==> src/rtl/syscsr_pkg.sv <==
package syscsr_pkg;

  localparam int CSR_W        = 32;
  localparam int LFSR_W       = 16;
  localparam int BIT_TMR_EN   = 15;
  localparam int BIT_JITTER   = 16;
  localparam int BIT_IRQ_EN   = 28;
  localparam int BIT_TMR_PEND = 29;
  localparam logic [LFSR_W-1:0] LFSR_TAPS = 16'hB400;

  typedef logic [CSR_W-1:0] csr_word_t;

  // One right-shift step of the Galois jitter generator.
  function automatic logic [LFSR_W-1:0] lfsr_step(input logic [LFSR_W-1:0] s);
    return (s >> 1) ^ ({LFSR_W{s[0]}} & LFSR_TAPS);
  endfunction

  // Line pulses applied on top of a word: clears first, then sets.
  function automatic csr_word_t apply_lines(input csr_word_t w,
                                            input csr_word_t set_m,
                                            input csr_word_t clr_m);
    return (w & ~clr_m) | set_m;
  endfunction

  // Processor interrupt next state from the freshly updated word.
  function automatic logic cpu_irq_next(input logic cur,
                                        input logic any_set,
                                        input logic any_clr,
                                        input logic en_after);
    logic n;
    n = cur;
    if (any_set && en_after)
      n = 1'b1;
    else if (any_clr && !en_after)
      n = 1'b0;
    return n;
  endfunction

endpackage

==> src/rtl/syscsr_decode.sv <==
module syscsr_decode #(
  parameter int ADDR_W = 13
) (
  input  logic              req_valid,
  input  logic              req_we,
  input  logic [ADDR_W-1:0] req_addr,
  output logic              ctl_touch,
  output logic              csr_rd,
  output logic              csr_wr,
  output logic              vec_rd,
  output logic              vec_wr
);
  localparam int OFF_W = ADDR_W - 1;

  logic in_vec;
  logic at_zero;

  assign in_vec  = req_addr[ADDR_W-1];
  assign at_zero = (req_addr[OFF_W-1:0] == '0);

  assign ctl_touch = req_valid && !in_vec;
  assign csr_rd    = ctl_touch && at_zero && !req_we;
  assign csr_wr    = ctl_touch && at_zero &&  req_we;
  assign vec_rd    = req_valid && in_vec && !req_we;
  assign vec_wr    = req_valid && in_vec &&  req_we;
endmodule

==> src/rtl/syscsr_lfsr.sv <==
module syscsr_lfsr
  import syscsr_pkg::*;
#(
  parameter logic [LFSR_W-1:0] SEED = 16'hACE1
) (
  input  logic              clk,
  input  logic              rst_n,
  input  logic              adv,
  output logic [LFSR_W-1:0] state
);
  always_ff @(posedge clk or negedge rst_n) begin
    if (!rst_n)
      state <= SEED;
    else if (adv)
      state <= lfsr_step(state);
  end
endmodule

==> src/rtl/syscsr_core.sv <==
module syscsr_core
  import syscsr_pkg::*;
#(
  parameter int NLINES = 32,
  parameter int ID_W   = 4
) (
  input  logic              clk,
  input  logic              rst_n,
  input  logic [NLINES-1:0] line_set,
  input  logic [NLINES-1:0] line_clr,
  input  logic              tick,
  input  logic              ctl_touch,
  input  logic              csr_wr,
  input  csr_word_t         wdata,
  input  logic [ID_W-1:0]   cpu_id,
  output csr_word_t         csr_q,
  output logic              cpu_irq,
  output logic              timer_irq,
  output logic              tick_hit
);
  localparam int PAD = CSR_W - NLINES;

  csr_word_t set_w, clr_w, nxt;
  logic      cirq_n, tirq_n;

  generate
    if (PAD > 0) begin : g_pad
      assign set_w = {{PAD{1'b0}}, line_set};
      assign clr_w = {{PAD{1'b0}}, line_clr};
    end else begin : g_full
      assign set_w = line_set;
      assign clr_w = line_clr;
    end
  endgenerate

  assign tick_hit = tick && csr_q[BIT_TMR_EN];

  always_comb begin
    nxt = csr_q;
    if (ctl_touch)
      nxt[ID_W-1:0] = cpu_id;
    if (csr_wr)
      nxt = wdata;
    nxt = apply_lines(nxt, set_w, clr_w);
    if (tick_hit)
      nxt[BIT_TMR_PEND] = 1'b1;
    if (csr_wr)
      nxt[BIT_TMR_PEND] = 1'b0;

    cirq_n = cpu_irq_next(cpu_irq, |set_w, |clr_w, nxt[BIT_IRQ_EN]);

    tirq_n = timer_irq;
    if (tick_hit)
      tirq_n = 1'b1;
    if (csr_wr)
      tirq_n = 1'b0;
  end

  always_ff @(posedge clk or negedge rst_n) begin
    if (!rst_n) begin
      csr_q     <= '0;
      cpu_irq   <= 1'b0;
      timer_irq <= 1'b0;
    end else begin
      csr_q     <= nxt;
      cpu_irq   <= cirq_n;
      timer_irq <= tirq_n;
    end
  end
endmodule

==> src/rtl/syscsr_vecwin.sv <==
module syscsr_vecwin #(
  parameter int VEC_W = 32
) (
  input  logic             clk,
  input  logic             rst_n,
  input  logic             wr,
  input  logic [VEC_W-1:0] wdata,
  output logic [VEC_W-1:0] vec_q
);
  always_ff @(posedge clk or negedge rst_n) begin
    if (!rst_n)
      vec_q <= '0;
    else if (wr)
      vec_q <= wdata;
  end
endmodule

==> src/rtl/syscsr_ctrl.sv <==
module syscsr_ctrl
  import syscsr_pkg::*;
#(
  parameter int                ADDR_W   = 13,
  parameter int                NLINES   = 32,
  parameter int                ID_W     = 4,
  parameter logic [LFSR_W-1:0] JIT_SEED = 16'hACE1
) (
  input  logic              clk,
  input  logic              rst_n,
  input  logic              req_valid,
  input  logic              req_we,
  input  logic [ADDR_W-1:0] req_addr,
  input  logic [CSR_W-1:0]  req_wdata,
  output logic              rd_valid,
  output logic [CSR_W-1:0]  rd_data,
  input  logic [NLINES-1:0] line_set,
  input  logic [NLINES-1:0] line_clr,
  input  logic [ID_W-1:0]   cpu_id,
  input  logic              tick,
  output logic              cpu_irq,
  output logic              timer_irq
);
  // Named internal events, also observed by the bound checker.
  logic              ev_ctl_touch;
  logic              ev_csr_rd;
  logic              ev_csr_wr;
  logic              ev_vec_rd;
  logic              ev_vec_wr;
  logic              ev_tick_hit;
  csr_word_t         csr_q;
  csr_word_t         vec_q;
  logic [LFSR_W-1:0] lfsr_q;
  csr_word_t         csr_view;
  csr_word_t         rd_next;

  syscsr_decode #(.ADDR_W(ADDR_W)) u_dec (
    .req_valid (req_valid),
    .req_we    (req_we),
    .req_addr  (req_addr),
    .ctl_touch (ev_ctl_touch),
    .csr_rd    (ev_csr_rd),
    .csr_wr    (ev_csr_wr),
    .vec_rd    (ev_vec_rd),
    .vec_wr    (ev_vec_wr)
  );

  syscsr_core #(.NLINES(NLINES), .ID_W(ID_W)) u_core (
    .clk       (clk),
    .rst_n     (rst_n),
    .line_set  (line_set),
    .line_clr  (line_clr),
    .tick      (tick),
    .ctl_touch (ev_ctl_touch),
    .csr_wr    (ev_csr_wr),
    .wdata     (req_wdata),
    .cpu_id    (cpu_id),
    .csr_q     (csr_q),
    .cpu_irq   (cpu_irq),
    .timer_irq (timer_irq),
    .tick_hit  (ev_tick_hit)
  );

  syscsr_lfsr #(.SEED(JIT_SEED)) u_jit (
    .clk   (clk),
    .rst_n (rst_n),
    .adv   (ev_csr_rd),
    .state (lfsr_q)
  );

  syscsr_vecwin #(.VEC_W(CSR_W)) u_vec (
    .clk   (clk),
    .rst_n (rst_n),
    .wr    (ev_vec_wr),
    .wdata (req_wdata),
    .vec_q (vec_q)
  );

  // Read view: ID forced in the low bits, jitter on bit 16.
  always_comb begin
    csr_view               = csr_q;
    csr_view[ID_W-1:0]     = cpu_id;
    csr_view[BIT_JITTER]   = csr_q[BIT_JITTER] ^ lfsr_q[0];
    rd_next                = '0;
    if (ev_csr_rd)
      rd_next = csr_view;
    else if (ev_vec_rd)
      rd_next = vec_q;
  end

  always_ff @(posedge clk or negedge rst_n) begin
    if (!rst_n) begin
      rd_valid <= 1'b0;
      rd_data  <= '0;
    end else begin
      rd_valid <= req_valid && !req_we;
      rd_data  <= rd_next;
    end
  end
endmodule

==> config.mk <==
export PLATFORM = sky130hd
export DESIGN_NAME = syscsr_ctrl
export DESIGN_NICKNAME = d
export VERILOG_FILES = /design/src/rtl/syscsr_pkg.sv /design/src/rtl/syscsr_decode.sv /design/src/rtl/syscsr_lfsr.sv /design/src/rtl/syscsr_core.sv /design/src/rtl/syscsr_vecwin.sv /design/src/rtl/syscsr_ctrl.sv
export SDC_FILE = /design/constraint.sdc
export NUM_CORES = 1
export LEC_CHECK = 0
export ABC_AREA = 1
export BUFFER_PORTS_ARGS = -buffer_cell sky130_fd_sc_hd__clkbuf_2
export CAP_MARGIN = 20
export CORE_MARGIN = 2
export CORE_UTILIZATION = 55
export DETAILED_ROUTE_END_ITERATION = 6
export PLACE_DENSITY_LB_ADDON = 0.25
export SLEW_MARGIN = 20
export SYNTH_ARGS = -nofsm -noshare
export SYNTH_HDL_FRONTEND = slang
export SYNTH_SLANG_ARGS = --single-unit
==> constraint.sdc <==
create_clock -name clk -period 2.3 [get_ports clk]
set_input_delay 0.46 -clock clk [delete_from_list [all_inputs] [get_ports clk]]
set_output_delay 0.46 -clock clk [all_outputs]
set_load 0.02 [all_outputs]
=== After elaboration in Yosys (flattened, before gate mapping) ===
Cells that the tools add are included.

* Muxes and demuxes: 10
* Bitwise operators: 5
* Reduce and logical (&&, ||, !) cells: 19

{| class="wikitable"
|+ Operators by type and width
! kind !! count
|-
| two-way mux 32 bit || 3
|-
| OR reduction 32 bit || 2
|-
| AND 32 bit || 1
|-
| NOT 32 bit || 1
|-
| bitwise OR 32 bit || 1
|-
| XOR 15 x 16 -> 16 bit || 1
|-
| logical NOT 12 bit || 1
|-
| logical AND 1 bit || 11
|-
| two-way mux 1 bit || 6
|-
| two-way mux 4 bit || 1
|-
| nonzero test 2 bit || 2
|-
| logical NOT 1 bit || 3
|-
| XOR 1 bit || 1
|}

* Register bits after elaboration: 115
* Input bits: 118
* Output and inout port bits: 35

=== Logic depth before layout (Yosys ltp) ===
Gate-level depths: netlist of run 1.

* Depth after elaboration: 11
* Depth in mapped cells: 10
* Depth with buffers taken out: 10

=== Cells and area by module ===
A second synthesis of run 1 with hierarchy kept.

* Cells, all modules: 606
* Area, all modules: 5240.0 µm²

{| class="wikitable"
|+ By module, submodules not included
! module !! times used !! cells an instance !! area each (µm²)
|-
| syscsr_core || 1 || 231 || 1900.6
|-
| syscsr_ctrl || 1 || 144 || 1293.7
|-
| syscsr_vecwin || 1 || 136 || 1292.5
|-
| syscsr_lfsr || 1 || 74 || 671.9
|-
| syscsr_decode || 1 || 21 || 81.3
|}

=== Worst setup path after synthesis of run 1 ===
OpenSTA, ideal clock, no wires.

* Path kind: in2reg
* Start: input port req_addr[7]
* End: register u_jit.state[14]
* Library setup time: 0.125 ns
* Arrival time: 1.453 ns
* Slack: 0.722 ns
* Stages: 5
* Buffers on the path: 1
* Path through: or2_1 nor2_4 nand3b_4 buf_6 mux2_4

* Word-level cells in the longest chain between the ends: 3

{| class="wikitable"
|+ RTL lines
! what !! RTL line !! RTL
|-
| start, declared || syscsr_ctrl.sv:13 || <nowiki>input logic [ADDR_W-1:0] req_addr,</nowiki>
|-
| logical NOT 12 bit || syscsr_decode.sv:19 || <nowiki>assign at_zero = (req_addr[OFF_W-1:0] == '0);</nowiki>
|-
| logical AND 1 bit (2 in series) || syscsr_decode.sv:22 || <nowiki>assign csr_rd = ctl_touch && at_zero && !req_we;</nowiki>
|-
| end signal, assigned || syscsr_lfsr.sv:15 || <nowiki>state <= lfsr_step(state);</nowiki>
|-
| end, declared || syscsr_lfsr.sv:9 || <nowiki>output logic [LFSR_W-1:0] state</nowiki>
|}

No other way between the ends.
A chain may end at the register's enable or synchronous reset.

=== Worst setup path after layout of run 1 ===
* Start: input port req_addr[7]
* End: register rd_data[15]

* Word-level cells in the longest chain between the ends: 4

{| class="wikitable"
|+ RTL lines
! what !! RTL line !! RTL
|-
| logical NOT 12 bit || syscsr_decode.sv:19 ||
|-
| logical AND 1 bit (2 in series) || syscsr_decode.sv:22 ||
|-
| two-way mux 32 bit || syscsr_ctrl.sv:85 || <nowiki>if (ev_csr_rd)</nowiki>
|-
| named net rd_next[15] || syscsr_ctrl.sv:35 || <nowiki>csr_word_t rd_next;</nowiki>
|-
| end signal, assigned || syscsr_ctrl.sv:97 || <nowiki>rd_data <= rd_next;</nowiki>
|-
| end, declared || syscsr_ctrl.sv:16 || <nowiki>output logic [CSR_W-1:0] rd_data,</nowiki>
|}

The timed path passes the listed nets, and every way through them passes these cells.

==> results.cfg, run 1 <==
[global_route]
grt_usage = 0.240
globalRouteMet1Util = 0.312
grt_pass1_vias = 3713
gr-usage-met2 = 0.406
grt_max_degree = 56
top_usage_layer = met2
grt_antenna_before_repair = 0
use_met3 = 0.0482
grt-ovfl-total = 0
grt_pass1_wl_mm = 17.9

[layout]
fin_area_um2 = 5910
fin_nets = 746
drive_above_1_share = 0.374
final_util = 0.688
areaGrowthSynthToFinish_pct = 22.5
nFillCells = 706
antenna_cells = 0

[logic_synthesis]
yosysMostFrequentCell = dfrtp_1
netlist_area_um2 = 4830
netlist.area_leader.share = 0.534
ys_seq_elements = 111
synth_edf_count = 0
synth_top_cell_by_area = dfrtp_1
async_flop_share = 1.00
synth_cells = 477
synth_cell_type_count = 29
ys_top_cells_by_area = dfrtp_1, mux2_2, inv_1
ys_top_cells_by_count = dfrtp_1, inv_1, nand2_1, o21ai_0, nand3_1
syn_nets = 595
ys_warn_count = 0
synthFlopType = dfrtp_1
seq_area_frac_synth = 0.578
syn_avg_cell_area_um2 = 10.1

[floorplan]
core_um2 = 8590
ios = 153
fp.dieW_um = 97.7
core.rowCount = 34
dieHeight_um = 97.7
dieArea_um2 = 9540
initial_core_util = 0.562

[detailed_routing]
drtPass1Iterations = 5
routedWlPerCell_um = 15.0
drtAntennaViolNets = 0
vias = 3804
drt-initial-drc-count = 129
drc = 0
via_per_inst = 5.13
wirelength_mm = 11.1

[clocking]
cts_hold_buffers = 0
clk_latency_ps = 370
cts_buffers = 9
cts_tree = done
root_buffer = clkbuf_8
cts.sinks = 111
cts_resized = 0
post_cts_buffers = 0
clk_pin_slew_ps = 110
htreeDepth = 3
clk_path_buf_depth = 2

[timing]
finalCriticalPeriod_ps = 1700
setup_viol = 0
max_clock_freq_mhz = 588
report.final.slew_viol_count = 0
worst_slew_pin_slew_ps = 679
hold_viol_final = 0
min_period_over_period = 0.740
fin_tns_setup_ps = 0
rsz0062_at_grt = no
slew_headroom = 0.547
holdWs_ps = 111
skew_ps = 8.47

[worst_setup_path]
crit_fanout = 38
cp_slowest_stage_delay_ps = 430
end_kind = flip-flop
r2r_start = u_jit.state[0]$_DFFE_PN1P_
path_cells = clkbuf_2 -> or2_1 -> nor2_4 -> nand3b_4 -> buf_4 -> o21ai_0
worst-setup-path-type = in2reg
critPathRequiredTime_ps = 2580
slowest_stage = nand3b_4
arrival_ps = 1980
cp-start-kind = primary input
r2r_slack_ps = 1290
r2r-end = u_jit.state[13]$_DFFE_PN1P_
reg2regPathDepth = 2

[power]
total_power_uw = 3810
power_leakage_uw = 0.00323
power.density_nw_per_um2 = 645
ir_drop_mv = 0.325

[placement]
dpl_cell_area_um2 = 5720
io_buffers = 152
dpl.hpwl_mm = 7.94
gp_congestion = 0.855

[worst_hold_path]
hp-class = in2async

[status]
status = finished, final reports clean

[job]
drv_cap = 0
-- cell type report --
class | instances | area (µm²) | area share
inverters | 74 | 278 | 0.0470
repair buffers | 161 | 856 | 0.145
clock inverters | 6 | 53.8 | 0.00910
clock buffers | 10 | 138 | 0.0233
flip-flops and latches | 111 | 2790 | 0.472
multi-input cells | 271 | 1660 | 0.281
well taps | 108 | 135 | 0.0229
-- worst max-delay path, delay by kind of cell --
family / cells / cell delay [ps]
AND/OR/NAND/NOR: 3 / 860
buffers and inverters: 2 / 410
AO/OA/AOI/OAI: 1 / 230
-- layout by cell type (no fill, tap or decap) --
| cell type | Yosys | layout |
|---|---|---|
| nor2_8 | 1 | 1 |
| o21ai_1 | 21 | 21 |
| nor2_1 | 29 | 28 |
| inv_2 | 1 | 1 |
| clkinv_4 | 0 | 3 |
| buf_4 | 0 | 8 |
| nand3_4 | 1 | 1 |
| o21ai_0 | 39 | 39 |
| dfstp_2 | 8 | 8 |
| xnor2_1 | 3 | 3 |
| nor2_4 | 2 | 2 |
| mux2_2 | 33 | 33 |
| clkbuf_2 | 0 | 151 |
| clkinv_2 | 0 | 1 |
| nor3_1 | 1 | 1 |
| buf_12 | 0 | 2 |
| o211ai_1 | 6 | 6 |
| nand3_2 | 0 | 1 |
| xor2_1 | 1 | 1 |
| nand4_1 | 3 | 3 |
| dfrtp_1 | 103 | 103 |
| or2_1 | 1 | 1 |
| clkbuf_8 | 0 | 10 |
| mux2_4 | 10 | 10 |
| nand3_1 | 37 | 36 |
| a21oi_1 | 20 | 20 |
| inv_8 | 0 | 2 |
| nand3b_4 | 1 | 1 |
| nand2_2 | 1 | 1 |
| nand2_1 | 55 | 55 |
| inv_1 | 73 | 73 |
| and3_1 | 1 | 1 |
| nor4_1 | 5 | 5 |
| nor2_2 | 0 | 1 |
-- per-layer routing --
layer  wire, µm  share of wire
met1       4690           0.42
met2       5480           0.49
met3        781          0.070
met4        140          0.013
met5          0              0
-- per-stage QoR --
stage | setup slack [ps] | cells
after floorplan | 722 | 477
after global placement | 356 | 725
after detailed placement | 253 | 725
after CTS | 659 | 741
after global routing | 513 | 741
final | 599 | 741
-- power by group --
part	leakage (µW)	switching, µW	internal, µW	total, µW
clock network	0.000100	678	444	1120
registers	0.00135	73.3	2110	2190
logic	0.00178	265	237	502
-- worst max-delay path by stage --
stage | startpoint | to | slack (ps) | depth (start not counted)
after floorplan | req_addr[7] | u_jit.state[14]$_DFFE_PN0P_ | 720 | 5
after global placement | req_addr[7] | u_jit.state[14]$_DFFE_PN0P_ | 360 | 5
after detailed placement | req_addr[7] | rd_data[15]$_DFF_PN0_ | 250 | 6
after CTS | req_addr[7] | rd_data[15]$_DFF_PN0_ | 660 | 6
after global routing | req_addr[3] | rd_data[30]$_DFF_PN0_ | 510 | 7
final | req_addr[7] | rd_data[15]$_DFF_PN0_ | 600 | 6
-- flip-flops by register name, summed over array words and instances (netlist names) --
name	flops
u_jit.state	16
rd_data	32
u_core.cpu_irq	1
rd_valid	1
u_core.csr_q	28
u_vec.vec_q	32
u_core.timer_irq	1
-- cells by family (layout without fill, tap and decap cells) --
group / Yosys count / after routing / synth area share
simple gates: 138 / 138 / 0.136
compound gates: 86 / 86 / 0.0923
mux: 43 / 43 / 0.108
buf+inv: 95 / 251 / 0.0791
flops: 111 / 111 / 0.578
xor+xnor: 4 / 4 / 0.00726
Note: power is estimated with default switching activity, not from simulation.
==> inputs of run 2 (changes only) <==
--- a/config.mk
+++ b/config.mk
@@ -9,7 +9,7 @@
 export BUFFER_PORTS_ARGS = -buffer_cell sky130_fd_sc_hd__clkbuf_2
 export CAP_MARGIN = 20
 export CORE_MARGIN = 2
-export CORE_UTILIZATION = 55
+export CORE_UTILIZATION = 46
 export DETAILED_ROUTE_END_ITERATION = 6
 export PLACE_DENSITY_LB_ADDON = 0.25
 export SLEW_MARGIN = 20
==> constraint.sdc (replaced) <==
create_clock -name clk -period 1.5 [get_ports clk]
set_input_delay 0.3 -clock clk [delete_from_list [all_inputs] [get_ports clk]]
set_output_delay 0.3 -clock clk [all_outputs]
set_load 0.02 [all_outputs]
==> run 2 against run 1 <==
  * Sequential share of layout area decreased by 1.4 points
  * Global-route usage is 3.4 points lower
  * Clock skew is 1.4 ps higher
  * Sequential cell count is the same
  * Core utilization fell by 9.5 points
  * Highest routed layer unchanged
  * Register-to-register slack worse by 880 ps
  * Cell area rose by 3.1%
  * Clock power grew 62%
  * Non-clock buffer count increased by 12
  * Count of clock-buffer cells in the layout did not move
  * Combinational power grew 56%
  * Critical path depth is 5 lower
==> results.cfg, run 2 (same netlist as run 1, synthesis figures left out) <==
[worst_setup_path]
crit_fanout = 3
worst-setup-path-type = reg2out
path_cells = clkbuf_2
arrival_ps = 980
path_buf_inv = 1
slowest_stage = dfrtp_1
cp-start-kind = flip-flop
critPathRequiredTime_ps = 1200
cp_slowest_stage_delay_ps = 410
end_kind = output port
cp_top_family = flip-flops

[detailed_routing]
drc = 0
via_per_inst = 4.80
vias = 3751
drtAntennaViolNets = 0
routedWlPerCell_um = 14.2
drt-initial-drc-count = 171
drtPass1Iterations = 4
wirelength_mm = 11.1

[clocking]
cts_resized = 0
cts_buffers = 9
cts.sinks = 111
htreeDepth = 3
root_buffer = clkbuf_8
cts_tree = done
clk_pin_slew_ps = 100
clk_latency_ps = 380
clk_path_buf_depth = 2

[layout]
areaGrowthSynthToFinish_pct = 26.3
antenna_cells = 0
drive_above_1_share = 0.384
final_common_cell = clkbuf_2
stdcell_count = 781
nFillCells = 917
mostFrequentLayoutCells = clkbuf_2, dfrtp_1, inv_1, nand2_1, o21ai_0
fin_nets = 758
reg.largest.list = rd_data: 32 flops, u_vec.vec_q: 32 flops, u_core.csr_q: 28 flops

[global_route]
grt-ovfl-total = 0
grt_pass1_wl_mm = 18.1
grt_max_degree = 40
grt_usage = 0.207
grt_pass1_vias = 3796
grt_antenna_before_repair = 0

[timing]
min_period_over_period = 0.854
slew_headroom = 0.699
setup_viol = 0
finalWorstSetupSlack_ps = 219
worst_slew_pin_slew_ps = 447
finalCriticalPeriod_ps = 1280
hold_viol_final = 0
report.final.slew_viol_count = 0
max_clock_freq_mhz = 781
skew_ps = 9.83
rsz0062_at_grt = no

[floorplan]
dieArea_um2 = 11300
core.rowCount = 37
initial_core_util = 0.470
dieHeight_um = 106
fp.dieW_um = 106
core_um2 = 10300
ios = 153

[job]
drv_cap = 0

[status]
status = finished, final reports clean

[power]
power_leakage_uw = 0.00332
power.density_nw_per_um2 = 975
ir_drop_mv = 0.429

[placement]
dpl.hpwl_mm = 8.31
io_buffers = 152
dp_cells = 764
pre_cts_ws_ps = -29.7
gp_congestion = 0.791

[worst_hold_path]
hp-class = in2reg
[run 2: cell types whose count changed in the layout (fill, tap and decap cells not counted)]
| cell | change |
|---|---|
| buf_4 | +7 |
| buf_12 | +4 |
| inv_6 | +1 |
| clkinv_2 | +3 |
| dlygate4sd3_1 | +1 |
| clkinv_4 | -3 |
| bufinv_16 | +1 |
| inv_8 | -2 |
[run 2: final timing paths]
kind	endpoint	slack [ps]	depth (start not counted)	start
setup / recovery	cpu_irq	220	1	u_core.cpu_irq$_DFFE_PN0P_
hold / removal	u_core.csr_q[9]$_DFF_PN0_	120	3	line_set[9]
setup reg to reg	u_core.cpu_irq$_DFFE_PN0P_	410	5	u_core.cpu_irq$_DFFE_PN0P_
hold reg to reg	u_jit.state[13]$_DFFE_PN1P_	510	2	u_jit.state[13]$_DFFE_PN1P_
max in group asynchronous	u_core.csr_q[5]$_DFF_PN0_	630	3	rst_n
min in group asynchronous	u_core.csr_q[24]$_DFF_PN0_	330	2	rst_n
[run 2: layout make-up]
type,count,area (µm²),area share
tap,136,170,0.0279
clock inverter,6,58.8,0.00965
multi-input combinational,271,1660,0.273
sequential,111,2790,0.457
inverter,74,278,0.0456
clock buffer,10,138,0.0226
timing repair buffer,173,998,0.164
[run 2: where the power goes]
part	internal, µW	total (µW)	switching [µW]	leakage, µW
Sequential	3240	3350	106	0.00135
Clock	813	1810	997	0.000106
Combinational	378	785	407	0.00186
[run 2: timing repair]
action / 4_1_cts / 5_1_grt
hold buffers: 1 / 0
buffers inserted: 0 / 0
endpoints found under the hold margin: 11 / 0
[run 2: routing by layer]
| metal | global-route usage | up-vias | part of all wire |
|---|---|---|---|
| met2 | 0.327 | 120 | 0.46 |
| met5 | 0 | - | 0 |
| met3 | 0.0490 | 13 | 0.061 |
| li1 | - | 1878 | - |
| met1 | 0.283 | 1740 | 0.46 |
| met4 | 0.0677 | 0 | 0.015 |
[run 2: through the flow]
step	setup TNS [ps]	total power [µW]	hold WS, ps	area (µm²)	utilization
6_report	0	5940	117	6090	0.593
5_1_grt	0	6230	117	6090	0.593
4_1_cts	0	6000	100	6090	0.593
3_5_place_dp	-218	4200	195	5890	0.573
3_3_place_gp	-64.5	4170	190	5890	0.573
2_1_floorplan	0	3790	4.41	4830	-
